==> src/rtl/s2d_pkg.sv <==
package s2d_pkg;

    localparam int SP_W       = 32;
    localparam int SP_EXP_W   = 8;
    localparam int SP_FRAC_W  = 23;
    localparam int DP_W       = 64;
    localparam int DP_EXP_W   = 11;
    localparam int DP_FRAC_W  = 52;
    localparam int SP_BIAS    = (1 << (SP_EXP_W - 1)) - 1;
    localparam int DP_BIAS    = (1 << (DP_EXP_W - 1)) - 1;
    localparam int REBIAS     = DP_BIAS - SP_BIAS;
    localparam int PAD_W      = DP_FRAC_W - SP_FRAC_W;
    localparam int INSERT_W   = DP_EXP_W - SP_EXP_W;
    localparam int LZ_W       = $clog2(SP_FRAC_W);

    typedef struct packed {
        logic                  sign;
        logic [SP_EXP_W-1:0]   exp;
        logic [SP_FRAC_W-1:0]  frac;
    } sp_t;

    typedef struct packed {
        logic                  sign;
        logic [DP_EXP_W-1:0]   exp;
        logic [DP_FRAC_W-1:0]  frac;
    } dp_t;

    typedef enum logic [1:0] {
        CLS_NORMAL  = 2'd0,
        CLS_DENORM  = 2'd1,
        CLS_SPECIAL = 2'd2
    } opclass_e;

    function automatic logic [DP_FRAC_W-1:0] pad_frac(input logic [SP_FRAC_W-1:0] f);
        return {f, {PAD_W{1'b0}}};
    endfunction

    function automatic logic [DP_EXP_W-1:0] widen_exp(input logic [SP_EXP_W-1:0] e,
                                                      input logic invert);
        return {e[SP_EXP_W-1], {INSERT_W{e[SP_EXP_W-1] ^ invert}}, e[SP_EXP_W-2:0]};
    endfunction

endpackage

==> src/rtl/s2d_classify.sv <==
module s2d_classify
    import s2d_pkg::*;
(
    input  sp_t      op,
    output opclass_e cls
);
    logic exp_zero;
    logic exp_ones;
    logic frac_zero;

    always_comb begin
        exp_zero  = (op.exp == '0);
        exp_ones  = (op.exp == '1);
        frac_zero = (op.frac == '0);
        if (exp_ones || (exp_zero && frac_zero))
            cls = CLS_SPECIAL;
        else if (exp_zero)
            cls = CLS_DENORM;
        else
            cls = CLS_NORMAL;
    end
endmodule

==> src/rtl/s2d_lzc.sv <==
module s2d_lzc #(
    parameter int W   = 23,
    parameter int CNT_W = $clog2(W)
) (
    input  logic [W-1:0]     vec,
    output logic [CNT_W-1:0] cnt,
    output logic             none
);
    always_comb begin
        cnt  = '0;
        none = 1'b1;
        for (int i = 0; i < W; i++) begin
            if (none && vec[W-1-i]) begin
                cnt  = CNT_W'(i);
                none = 1'b0;
            end
        end
    end
endmodule

==> src/rtl/s2d_denorm.sv <==
module s2d_denorm
    import s2d_pkg::*;
(
    input  logic                  clk,
    input  logic                  rst,
    input  logic [SP_FRAC_W-1:0]  frac,
    output logic [DP_EXP_W-1:0]   exp_out,
    output logic [SP_FRAC_W-1:0]  frac_out
);
    logic [LZ_W-1:0]      lz;
    logic                 none;
    logic [SP_FRAC_W-1:0] aligned;

    s2d_lzc #(.W(SP_FRAC_W), .CNT_W(LZ_W)) u_lzc (
        .vec  (frac),
        .cnt  (lz),
        .none (none)
    );

    always_comb begin
        aligned  = frac << lz;
        frac_out = aligned << 1;
        exp_out  = DP_EXP_W'(REBIAS) - DP_EXP_W'(lz);
    end

    // The shift chosen by the counter must bring a one to the top.
    AST_LEAD_ONE: assert property (@(posedge clk) disable iff (rst)
        (!none) |-> aligned[SP_FRAC_W-1]) else $error("lead one");

    AST_DEN_EXP_RANGE: assert property (@(posedge clk) disable iff (rst)
        (!none) |-> (exp_out >= DP_EXP_W'(REBIAS - SP_FRAC_W + 1) &&
                     exp_out <= DP_EXP_W'(REBIAS))) else $error("den exp");
endmodule

==> src/rtl/s2d_assemble.sv <==
module s2d_assemble
    import s2d_pkg::*;
(
    input  logic                  clk,
    input  logic                  rst,
    input  sp_t                   op,
    input  opclass_e              cls,
    input  logic [DP_EXP_W-1:0]   den_exp,
    input  logic [SP_FRAC_W-1:0]  den_frac,
    output dp_t                   res
);
    always_comb begin
        res.sign = op.sign;
        unique case (cls)
            CLS_NORMAL: begin
                res.exp  = widen_exp(op.exp, 1'b1);
                res.frac = pad_frac(op.frac);
            end
            CLS_DENORM: begin
                res.exp  = den_exp;
                res.frac = pad_frac(den_frac);
            end
            default: begin
                res.exp  = widen_exp(op.exp, 1'b0);
                res.frac = pad_frac(op.frac);
            end
        endcase
    end

    // Bit replication must match an arithmetic rebias for every normal.
    AST_NORM_REBIAS: assert property (@(posedge clk) disable iff (rst)
        (cls == CLS_NORMAL) |->
            (res.exp == DP_EXP_W'(op.exp) + DP_EXP_W'(REBIAS))) else $error("rebias");

    AST_SPECIAL_TOP: assert property (@(posedge clk) disable iff (rst)
        (op.exp == '1) |-> (res.exp == '1)) else $error("special exp");

    AST_ZERO_OUT: assert property (@(posedge clk) disable iff (rst)
        (op.exp == '0 && op.frac == '0) |->
            (res.exp == '0 && res.frac == '0)) else $error("zero");
endmodule

==> src/rtl/s2d_widen.sv <==
module s2d_widen
    import s2d_pkg::*;
(
    input  logic          clk,
    input  logic          rst,
    input  logic          in_vld,
    input  logic [31:0]   in_word,
    output logic          out_vld,
    output logic [63:0]   out_word
);
    sp_t                   op;
    opclass_e              cls;
    logic [DP_EXP_W-1:0]   den_exp;
    logic [SP_FRAC_W-1:0]  den_frac;
    dp_t                   res;
    dp_t                   res_q;
    logic                  vld_q;

    assign op = sp_t'(in_word);

    s2d_classify u_cls (
        .op  (op),
        .cls (cls)
    );

    s2d_denorm u_den (
        .clk      (clk),
        .rst      (rst),
        .frac     (op.frac),
        .exp_out  (den_exp),
        .frac_out (den_frac)
    );

    s2d_assemble u_asm (
        .clk      (clk),
        .rst      (rst),
        .op       (op),
        .cls      (cls),
        .den_exp  (den_exp),
        .den_frac (den_frac),
        .res      (res)
    );

    always_ff @(posedge clk) begin
        if (rst) begin
            res_q <= '0;
            vld_q <= 1'b0;
        end else begin
            vld_q <= in_vld;
            if (in_vld)
                res_q <= res;
        end
    end

    assign out_vld  = vld_q;
    assign out_word = res_q;

    AST_VLD_FOLLOW: assert property (@(posedge clk) disable iff (rst)
        in_vld |=> out_vld) else $error("vld follow");

    AST_VLD_DROP: assert property (@(posedge clk) disable iff (rst)
        !in_vld |=> !out_vld) else $error("vld drop");

    AST_HOLD_IDLE: assert property (@(posedge clk) disable iff (rst)
        !in_vld |=> $stable(out_word)) else $error("hold");
endmodule

==> config.mk <==
export PLATFORM = sky130hd
export DESIGN_NAME = s2d_widen
export DESIGN_NICKNAME = d
export VERILOG_FILES = /design/src/rtl/s2d_pkg.sv /design/src/rtl/s2d_classify.sv /design/src/rtl/s2d_lzc.sv /design/src/rtl/s2d_denorm.sv /design/src/rtl/s2d_assemble.sv /design/src/rtl/s2d_widen.sv
export SDC_FILE = /design/constraint.sdc
export NUM_CORES = 1
export LEC_CHECK = 0
export BUFFER_PORTS_ARGS = -buffer_cell sky130_fd_sc_hd__buf_4
export CAP_MARGIN = 40
export CORE_MARGIN = 2
export CORE_UTILIZATION = 45
export CTS_CLUSTER_SIZE = 20
export DETAILED_ROUTE_END_ITERATION = 10
export GPL_TIMING_DRIVEN = 0
export PLACE_DENSITY = 0.65
export SETUP_SLACK_MARGIN = 0.2
export SLEW_MARGIN = 10
export SYNTH_ARGS = -nofsm -noshare
export SYNTH_HDL_FRONTEND = slang
export SYNTH_HIERARCHICAL = 1
export SYNTH_SLANG_ARGS = --single-unit
==> constraint.sdc <==
create_clock -name clk -period 3.6 [get_ports clk]
set_clock_uncertainty 0.2 [all_clocks]
set_input_delay 0 -clock clk [delete_from_list [all_inputs] [get_ports clk]]
set_output_delay 0 -clock clk [all_outputs]
set_load 0.05 [all_outputs]
== After elaboration in Yosys (flattened, before gate mapping) ==
Cells that the tools add are included.

* Equal/unequal tests: 2
* Bitwise gates (word level): 1
* Multiplexer cells: 47
* Shift-type cells: 1
* Reduce and logical (&&, ||, !) cells: 27
* $add $sub $neg: 1

{| class="wikitable"
|+ Operators by type and width
! cell !! count
|-
| case mux 63 bit (2 select lines) || 1
|-
| two-way mux 5 bit || 21
|-
| two-way mux 1 bit || 24
|-
| logical AND 1 bit || 23
|-
| logical NOT 23 bit || 1
|-
| << shifter 23 x 5 -> 22 bit || 1
|-
| subtractor 10 x 5 -> 11 bit, first input constant || 1
|-
| equality test 8 bit, second input constant || 1
|-
| logical NOT 8 bit || 1
|-
| equality test 2 x 1 -> 1 bit, second input constant || 1
|-
| logical NOT 2 bit || 1
|-
| two-way mux 2 bit || 1
|-
| logical OR 1 bit || 1
|-
| NOT 1 bit || 1
|}

* Input port bits: 35
* Logic and storage cells: 83
* Register bits after elaboration: 65
* Output and inout bits: 65

== Longest topological paths before layout ==
Gate-level depths: netlist of the first run.

* Word-level depth: 47
* Depth in mapped cells: 16
* Depth with buffers taken out: 12

== By module ==
Netlist of the first run, hierarchy kept.

{| class="wikitable"
|+ By module, submodules not included
! module !! area each (um^2) !! times used !! cells each
|-
| s2d_widen || 2311.0 || 1 || 208
|-
| s2d_denorm || 1253.7 || 1 || 146
|-
| s2d_assemble || 789.5 || 1 || 74
|-
| s2d_lzc || 296.5 || 1 || 49
|-
| s2d_classify || 117.6 || 1 || 16
|}

== Worst setup path before layout of the first run ==
OpenSTA, ideal clock, no wires.

* Path kind: input to register
* Start point: in in_word[22]
* End point: reg res_q, in the netlist out_word[43]
* Required time: 3.272 ns
* Cell stages on the path: 14
* Library setup time: 0.128 ns
* Slack: 0.499 ns
* Arrival time: 2.774 ns
* Cell sequence: or4_4 -> nand2b_4 -> nor3_4 -> nand2_1 -> o211ai_1 -> buf_6 -> buf_12 -> mux4_2 -> mux2_2 -> nor2_1 -> a211oi_1 -> mux2_4 -> mux2i_1 -> nor2_1

{| class="wikitable"
|+ RTL lines
! what !! RTL line !! text
|-
| start, declared || s2d_widen.sv:7 || <nowiki>input logic [31:0] in_word,</nowiki>
|-
| end signal, assigned || s2d_widen.sv:51 || <nowiki>res_q <= res;</nowiki>
|-
| end, declared || s2d_widen.sv:16 || <nowiki>dp_t res_q;</nowiki>
|}

==> flow_summary.toml, run 1 <==
[status]
status = "completed"

[floorplan]
die_h_um = 107
die_area_um2 = 11400
io_pins = 100
die_x_um = 107
fp.coreArea_um2 = 10300
placementRows = 37
floorplan.initialDensity_pct = 46.1

[finish]
area_delta_synth_final_pct = 33.7
fillers = 912
finalInstanceArea_um2 = 6370
fin_nets = 702
antenna_cells = 0
layout-drive-gt1-share_pct = 34.4

[synthesis]
ys_warn_count = 6
netlist_area_um2 = 4760
postSynthAreaPerCell_um2 = 9.68
synth_cells = 492

[placed_design]
place_area_um2 = 5770
port_buffers = 96
dp_worst_setup_slack_ns = -0.137
finalWeightedCongestion = 0.975
hpwl_um = 9760

[global_route]
use_met1_pct = 31.2
grt_pass1_vias = 4243
use_met3_pct = 4.26
antenna_found_initial = 0
grt.overflow.total = 0
grt_pass1_wl_um = 21500
grt_max_degree = 12
busiest_layer = "met2"
globalRouteMet2Util_pct = 39.6
track_usage_pct = 24.0

[pwr]
p_per_area_nw_per_um2 = 335
leakage_nw = 3.04
worst_ir_drop_vdd_v = 0.000178
power_mw = 2.14

[sta]
hold-worst-slack_ns = 0.200
final_max_slew_viol_count = 0
setup-violations-final = 0
setup_slack_ns = 0.332
worst_pin_slew_ns = 0.676
max_slew_margin_pct = 54.5
rsz0062_at_grt = "true"
min_period_ns = 3.27
final_hold_viol_count = 0
clock.fmax_mhz = 306
min_period_over_period_pct = 90.8

[critical_path]
worstSetupStartpointType = "primary input"
reg2reg_setup_slack_ns = 1.71
r2r-start = "out_word[63]"
r2r_cells = 4
path_class = "in2reg"
cp.arrival_ns = 3.28
cp_max_fo = 10
cp_data_required_time_ns = 3.61
crit_path_end_kind = "register"
r2r_end = "out_word[63]"

[hold_path]
hp-class = "in2reg"
worstHoldEndpoint = "out_word[52]"
holdPathStages = 6
hp-start = "in_word[22]"

[clock_network]
cts_max_level = 3
cts.reportedPaths.clkPinSlew_ns = 0.07
clk_path_buf_depth = 2
cts_setup_buffers = 0
clock-sinks = 65
cts_tree = "built"
clk_latency_ns = 0.34
cts.root.buffer_cell = "clkbuf_8"
cts_buffers = 9

[route]
wirelength_um = 13300
remaining_drc_errors = 0
ant_nets = 0
viasPerCell = 5.23
routedWlPerCell_um = 16.5
drtIter0Drc = 293
via_count = 4222
first_pass_iters = 6

[flow_run]
drv_cap = 0
==> report_power, final <==
group	internal, mW	switching (mW)
Sequential	0.763	0.0237
Combinational	0.303	0.396
Clock	0.375	0.276
Total	1.44	0.695
==> repair_timing <==
action	4_1_cts	5_1_grt
endpoints found under the hold margin	64	0
gates resized for setup	0	3
setup endpoints to repair	0	11
hold buffers	37	0
==> worst max-delay path by stage <==
stage	depth (start not counted)	from	endpoint
after floorplan	14	in_word[22]	out_word[43]
after global placement	15	in_word[22]	out_word[42]
after detailed placement	14	in_word[22]	out_word[46]
after CTS	14	in_word[22]	out_word[46]
after global routing	14	in_word[22]	out_word[46]
final	15	in_word[22]	out_word[50]
==> through the flow <==
stage               std cells  utilization (%)  setup TNS, ns
finish                    807             61.7              0
global route              807             61.7              0
CTS                       807             61.5              0
detailed placement        754             55.9         -0.614
floorplan                 522                -              0
global placement          754             55.9         -0.326
==> sequential cells by signal, indices dropped and copies added (netlist names) <==
| name | cells |
|---|---|
| out_vld | 1 |
| out_word | 64 |
==> layout by cell type (no fill, tap or decap), types with 5 or more instances in the layout <==
cell type	count
buf_4	132
a211oi_1	9
dlygate4sd3_1	37
mux2i_1	84
inv_1	9
nor2b_1	9
mux2_4	31
nand2_1	18
nor4_1	7
buf_1	5
conb_1	33
o211ai_1	5
nor2_1	89
clkbuf_1	5
a22oi_1	5
dfxtp_1	65
buf_8	7
mux4_2	10
clkbuf_8	12
mux2_2	6
nand2b_1	6
buf_6	5
a21oi_1	8
==> layout make-up <==
type / instances / area, um2 / share of cell area, %
inverter: 10 / 37.5 / 0.590
multi-input combinational: 383 / 3040 / 47.7
tap: 136 / 170 / 2.67
sequential: 65 / 1300 / 20.4
timing repair buffer: 133 / 1090 / 17.1
buffer: 64 / 517 / 8.12
clock buffer: 12 / 165 / 2.59
clock inverter: 4 / 50.0 / 0.786
==> metal layers <==
metal,wire (um),vias up,share of wire (%)
met5,0,-,0
met4,366,0,2.8
met3,856,32,6.4
met2,6260,197,47
met1,5800,1955,44
li1,-,2038,-
==> worst max-delay path, cell delays in order <==
cell,delay (ns)
buf_4,0.14
or4_4,0.55
nand2b_4,0.18
nor3_4,0.16
nand2_2,0.10
o31ai_2,0.35
buf_4,0.26
clkbuf_4,0.25
nor2_1,0.15
o2bb2ai_1,0.21
a31oi_2,0.29
o211ai_1,0.13
mux2_4,0.29
mux2i_1,0.14
nor2_1,0.05
(Power assumes the default switching activity.)
==> inputs of run 2 (changes only) <==
--- a/config.mk
+++ b/config.mk
@@ -7,7 +7,6 @@
 export LEC_CHECK = 0
 export BUFFER_PORTS_ARGS = -buffer_cell sky130_fd_sc_hd__buf_4
 export CAP_MARGIN = 40
-export CORE_MARGIN = 2
 export CORE_UTILIZATION = 45
 export CTS_CLUSTER_SIZE = 20
 export DETAILED_ROUTE_END_ITERATION = 10
==> run 2 against run 1 <==
Worst hold slack lost 0.017 ns. Sequential power is essentially flat. Non-clock buffer count stayed put. Global-route usage is 0.62 points higher. Largest cell class unchanged. Largest power group unchanged. Highest routed layer unchanged.
==> flow_summary.toml, run 2 (same netlist as run 1, synthesis figures left out) <==
[route]
first_pass_iters = 5
viasPerCell = 5.26
wirelength_um = 13300
ant_nets = 0
drtIter0Drc = 258
remaining_drc_errors = 0
routedWlPerCell_um = 16.5
via_count = 4248

[critical_path]
crit_path_end_kind = "register"
r2r_end = "out_word[63]"
r2r_cells = 4
worstSetupStartpointType = "primary input"
cp.arrival_ns = 3.31
path_class = "in2reg"
cp_max_fo = 10
cp_data_required_time_ns = 3.61
reg2reg_setup_slack_ns = 1.71
r2r-start = "out_word[63]"

[status]
status = "completed"

[sta]
final_hold_viol_count = 0
min_period_over_period_pct = 91.6
max_slew_margin_pct = 59.6
setup-violations-final = 0
min_period_ns = 3.30
hold-worst-slack_ns = 0.183
rsz0062_at_grt = "false"
worst_pin_slew_ns = 0.601
final_max_slew_viol_count = 0
setup_slack_ns = 0.303
clock.fmax_mhz = 303

[placed_design]
dp.cells = 754
hpwl_um = 9600
port_buffers = 96
dp_worst_setup_slack_ns = -0.244
finalWeightedCongestion = 0.937

[flow_run]
drv_cap = 0

[finish]
largest_reg_flops = 64
fin_nets = 702
layout-drive-gt1-share_pct = 34.4
area_delta_synth_final_pct = 33.8
antenna_cells = 0
mostFrequentLayoutCell = "buf_4"
fin_cells = 807
layout_common_cells = "buf_4 (132), nor2_1 (89), mux2i_1 (84)"

[global_route]
track_usage_pct = 24.6
grt_pass1_wl_um = 21300
antenna_found_initial = 0
grt_max_degree = 12
grt_pass1_vias = 4129
grt.overflow.total = 0

[clock_network]
cts_buffers = 9
clk_latency_ns = 0.33
cts.reportedPaths.clkPinSlew_ns = 0.08
cts.root.buffer_cell = "clkbuf_8"
clk_path_buf_depth = 2
clock-sinks = 65
cts_max_level = 3
cts_tree = "built"

[floorplan]
die_h_um = 105
die_x_um = 105
placementRows = 37
floorplan.initialDensity_pct = 46.3
die_area_um2 = 11000
io_pins = 100
fp.coreArea_um2 = 10300

[hold_path]
worstHoldEndpoint = "out_word[52]"
hp-class = "in2reg"
holdPathStages = 6
hp-start = "in_word[22]"

[pwr]
swShare_pct = 33.3
p_switching_uw = 700
p_comb_share_pct = 33.5
p_per_area_nw_per_um2 = 330
worst_ir_drop_vdd_v = 0.000177
pwr-share-clk_pct = 29.2
p_seq_share_pct = 37.4
power.internal_mw = 1.40
leakage_nw = 3.03
## run 2: repair_timing
item                                   CTS  global route
setup endpoints to repair                2            17
endpoints found under the hold margin   65             0
setup buffers                            0             0
hold buffers                            37             0
gates resized for setup                  1             5
## run 2: power by group through the flow
stage | Clock [mW] | Sequential, mW | Combinational [mW]
after floorplan | 0 | 0.949 | 0.314
after global routing | 0.667 | 0.790 | 0.745
final | 0.613 | 0.786 | 0.704
after global placement | 0 | 0.800 | 0.655
after CTS | 0.632 | 0.786 | 0.694
after detailed placement | 0 | 0.802 | 0.658
## run 2: worst max path at each step
stage	startpoint	endpoint	slack (ns)	depth (start not counted)
3_5_place_dp	in_word[22]	out_word[42]	-0.24	15
5_1_grt	in_word[22]	out_word[43]	0.20	15
4_1_cts	in_word[4]	out_word[42]	0.23	15
3_3_place_gp	in_word[22]	out_word[42]	-0.32	15
2_1_floorplan	in_word[22]	out_word[43]	0.52	14
6_report	in_word[22]	out_word[42]	0.30	15
## run 2: cell type report
type                            count  area [um2]
Sequential cell                    65        1300
Buffer                             64         517
Clock inverter                      5        55.1
Inverter                           10        37.5
Multi-Input combinational cell    383        3060
Timing Repair Buffer              133        1090
Fill cell                         872        3910
Clock buffer                       11         141
Tap cell                          136         170
## run 2: per-layer routing
| metal | wire (um) | global-route usage (%) | vias up | share of wire [%] |
|---|---|---|---|---|
| met5 | 0 | 0 | - | 0 |
| met4 | 374 | 10.8 | 0 | 2.8 |
| met3 | 814 | 4.68 | 30 | 6.1 |
| met2 | 6330 | 41.1 | 194 | 48 |
| met1 | 5800 | 30.9 | 1993 | 44 |
| li1 | - | - | 2031 | - |
## run 2: through the flow
step                      util [%]  total power, mW  instance area [um2]  setup TNS (ns)
after CTS                     61.7             2.11                 6340               0
after global placement        56.1             1.45                 5770          -0.855
after floorplan                  -             1.26                 4880               0
after detailed placement      56.1             1.46                 5770          -0.627
after global routing          62.0             2.20                 6370               0
final                         62.0             2.10                 6370               0
## run 2: worst max-delay path, stage by stage
cell       delay, ns
buf_4           0.14
or4_4           0.56
nand2b_4        0.19
nor3_4          0.17
nand2_2         0.11
o31ai_2         0.34
buf_4           0.27
clkbuf_4        0.25
nor2_1          0.15
o2bb2ai_1       0.25
a31oi_4         0.27
a211oi_1        0.11
mux2_4          0.30
mux2i_1         0.14
nor2_1          0.06
==> inputs of run 3 (changes only) <==
--- a/config.mk
+++ b/config.mk
@@ -5,13 +5,14 @@
 export SDC_FILE = /design/constraint.sdc
 export NUM_CORES = 1
 export LEC_CHECK = 0
+export ABC_AREA = 1
 export BUFFER_PORTS_ARGS = -buffer_cell sky130_fd_sc_hd__buf_4
 export CAP_MARGIN = 40
 export CORE_UTILIZATION = 45
 export CTS_CLUSTER_SIZE = 20
 export DETAILED_ROUTE_END_ITERATION = 10
 export GPL_TIMING_DRIVEN = 0
-export PLACE_DENSITY = 0.65
+export PLACE_DENSITY = 0.64
 export SETUP_SLACK_MARGIN = 0.2
 export SLEW_MARGIN = 10
 export SYNTH_ARGS = -nofsm -noshare
==> run 3 against run 2 <==
Worst hold slack gained 0.086 ns. Sequential cell count unchanged. Die area up 5.7%. Clock power down 4.4%. Clock-buffer cell count down 2. Cell count increased by 51%. Sequential power grew 1%. Largest cell class unchanged. Critical endpoint is now out_word[56]. Critical path type unchanged.
==> flow_summary.toml, run 3 <==
[sta]
fin_setup_tns_ns = 0
worst_pin_slew_ns = 0.557
min_period_ns = 3.16
clock.fmax_mhz = 316
rsz0062_at_grt = "true"
final_max_slew_viol_count = 0
final_hold_viol_count = 0
max_slew_margin_pct = 62.4
setup-violations-final = 0
min_period_over_period_pct = 87.8

[placed_design]
hpwl_um = 10800
finalWeightedCongestion = 0.922
port_buffers = 97
dp.cells = 1169

[global_route]
grt_max_degree = 12
track_usage_pct = 25.8
grt.overflow.total = 0
grt_pass1_vias = 5066
grt_pass1_wl_um = 23700
antenna_found_initial = 0

[route]
routedWlPerCell_um = 11.7
wirelength_um = 14300
first_pass_iters = 5
remaining_drc_errors = 0
ant_nets = 0
drtIter0Drc = 375
viasPerCell = 4.59
via_count = 5602

[pwr]
p_per_area_nw_per_um2 = 321
worst_ir_drop_vdd_v = 0.000262
leakage_nw = 3.69

[clock_network]
cts_setup_buffers = 0
clk_path_buf_depth = 2
cts_tree = "built"
clock-sinks = 65
clk_latency_ns = 0.33
cts.root.buffer_cell = "clkbuf_8"
cts_max_level = 3
cts.reportedPaths.clkPinSlew_ns = 0.07
cts_buffers = 9

[finish]
fin_cells = 1221
fin_nets = 1113
antenna_cells = 0
area_delta_synth_final_pct = 31.6
mostFrequentLayoutCell = "nand2_1"
layout-drive-gt1-share_pct = 20.3
largest_reg_flops = 64
fillers = 1171
layout_common_cells = "nand2_1 (342), nor2_1 (163), buf_4 (147)"

[hold_path]
hp-class = "reg2reg"

[floorplan]
die_area_um2 = 11600
io_pins = 100
fp.coreArea_um2 = 10900
placementRows = 38
floorplan.initialDensity_pct = 46.3
die_h_um = 108
die_x_um = 108

[critical_path]
cp_data_required_time_ns = 3.64
cp_max_fo = 10
path_class = "in2reg"
crit_path_end_kind = "register"
worstSetupStartpointType = "primary input"
reg2reg_setup_slack_ns = 2.30
cp.arrival_ns = 3.20

[flow_run]
drv_cap = 0

[synthesis]
ys_warn_count = 6
netlist_area_um2 = 5040
postSynthAreaPerCell_um2 = 5.59
synth_cells = 902

[status]
status = "completed"
[run 3: critical path, cell delays in order]
cell	delay (ns)
dlygate4sd3_1	0.54
buf_4	0.18
nor2_4	0.15
nand4_4	0.10
nor2_4	0.15
nand4_4	0.11
nor2_4	0.13
nand4_2	0.11
nor2_4	0.16
nand4_4	0.10
inv_2	0.08
nand3_2	0.07
nand2_1	0.14
inv_2	0.09
buf_2	0.20
ha_1	0.26
a31oi_1	0.19
a31oi_1	0.06
nand2_1	0.08
nand2_1	0.09
inv_1	0.07
nand2_1	0.04
nand2_1	0.06
nor2_1	0.04
[run 3: metal layers]
layer	track usage, %	vias up	routed length, um
met2	43.0	165	6440
li1	-	3014	-
met1	33.5	2392	6720
met3	4.24	31	773
met4	9.00	0	339
met5	0	-	0
[run 3: repair_timing]
action                                  4_1_cts  5_1_grt
hold buffers                                 37        0
endpoints found under the setup margin        0       22
gates resized for setup                       0        6
hold endpoints to repair                     63        0
[run 3: worst paths after layout]
path                startpoint           end  cells after the start
setup reg to reg  out_word[63]  out_word[63]                      3
setup / recovery   in_word[17]  out_word[56]                     24
hold / removal    out_word[24]  out_word[24]                      2
hold reg to reg   out_word[24]  out_word[24]                      2
[run 3: cell type report]
cell class,count,area [um2],share of cell area (%)
flip-flops and latches,65,1300,19.6
plain buffers,74,523,7.89
multi-input cells,690,2960,44.7
well taps,140,175,2.64
clock buffers,9,124,1.87
inverters,103,387,5.83
clock inverters,6,60.1,0.906
repair buffers,134,1100,16.6
[run 3: per-stage QoR]
stage	hold WS, ns	setup slack [ns]	instance area [um2]	total power, mW	utilization (%)
floorplan	-0.129	0.919	5150	1.31	-
CTS	0.273	0.333	6610	2.14	60.7
global placement	-0.0261	0.258	6050	1.52	55.6
global route	0.287	0.196	6630	2.25	60.9
detailed placement	-0.0234	0.276	6050	1.52	55.6
finish	0.269	0.439	6630	2.13	60.9
[run 3: report_power, final]
part / internal (mW) / switching [mW] / leakage, nW
Sequential: 0.770 / 0.0251 / 0.541
Clock: 0.312 / 0.274 / 0.0909
Combinational: 0.268 / 0.482 / 3.06
Total: 1.35 / 0.780 / 3.69
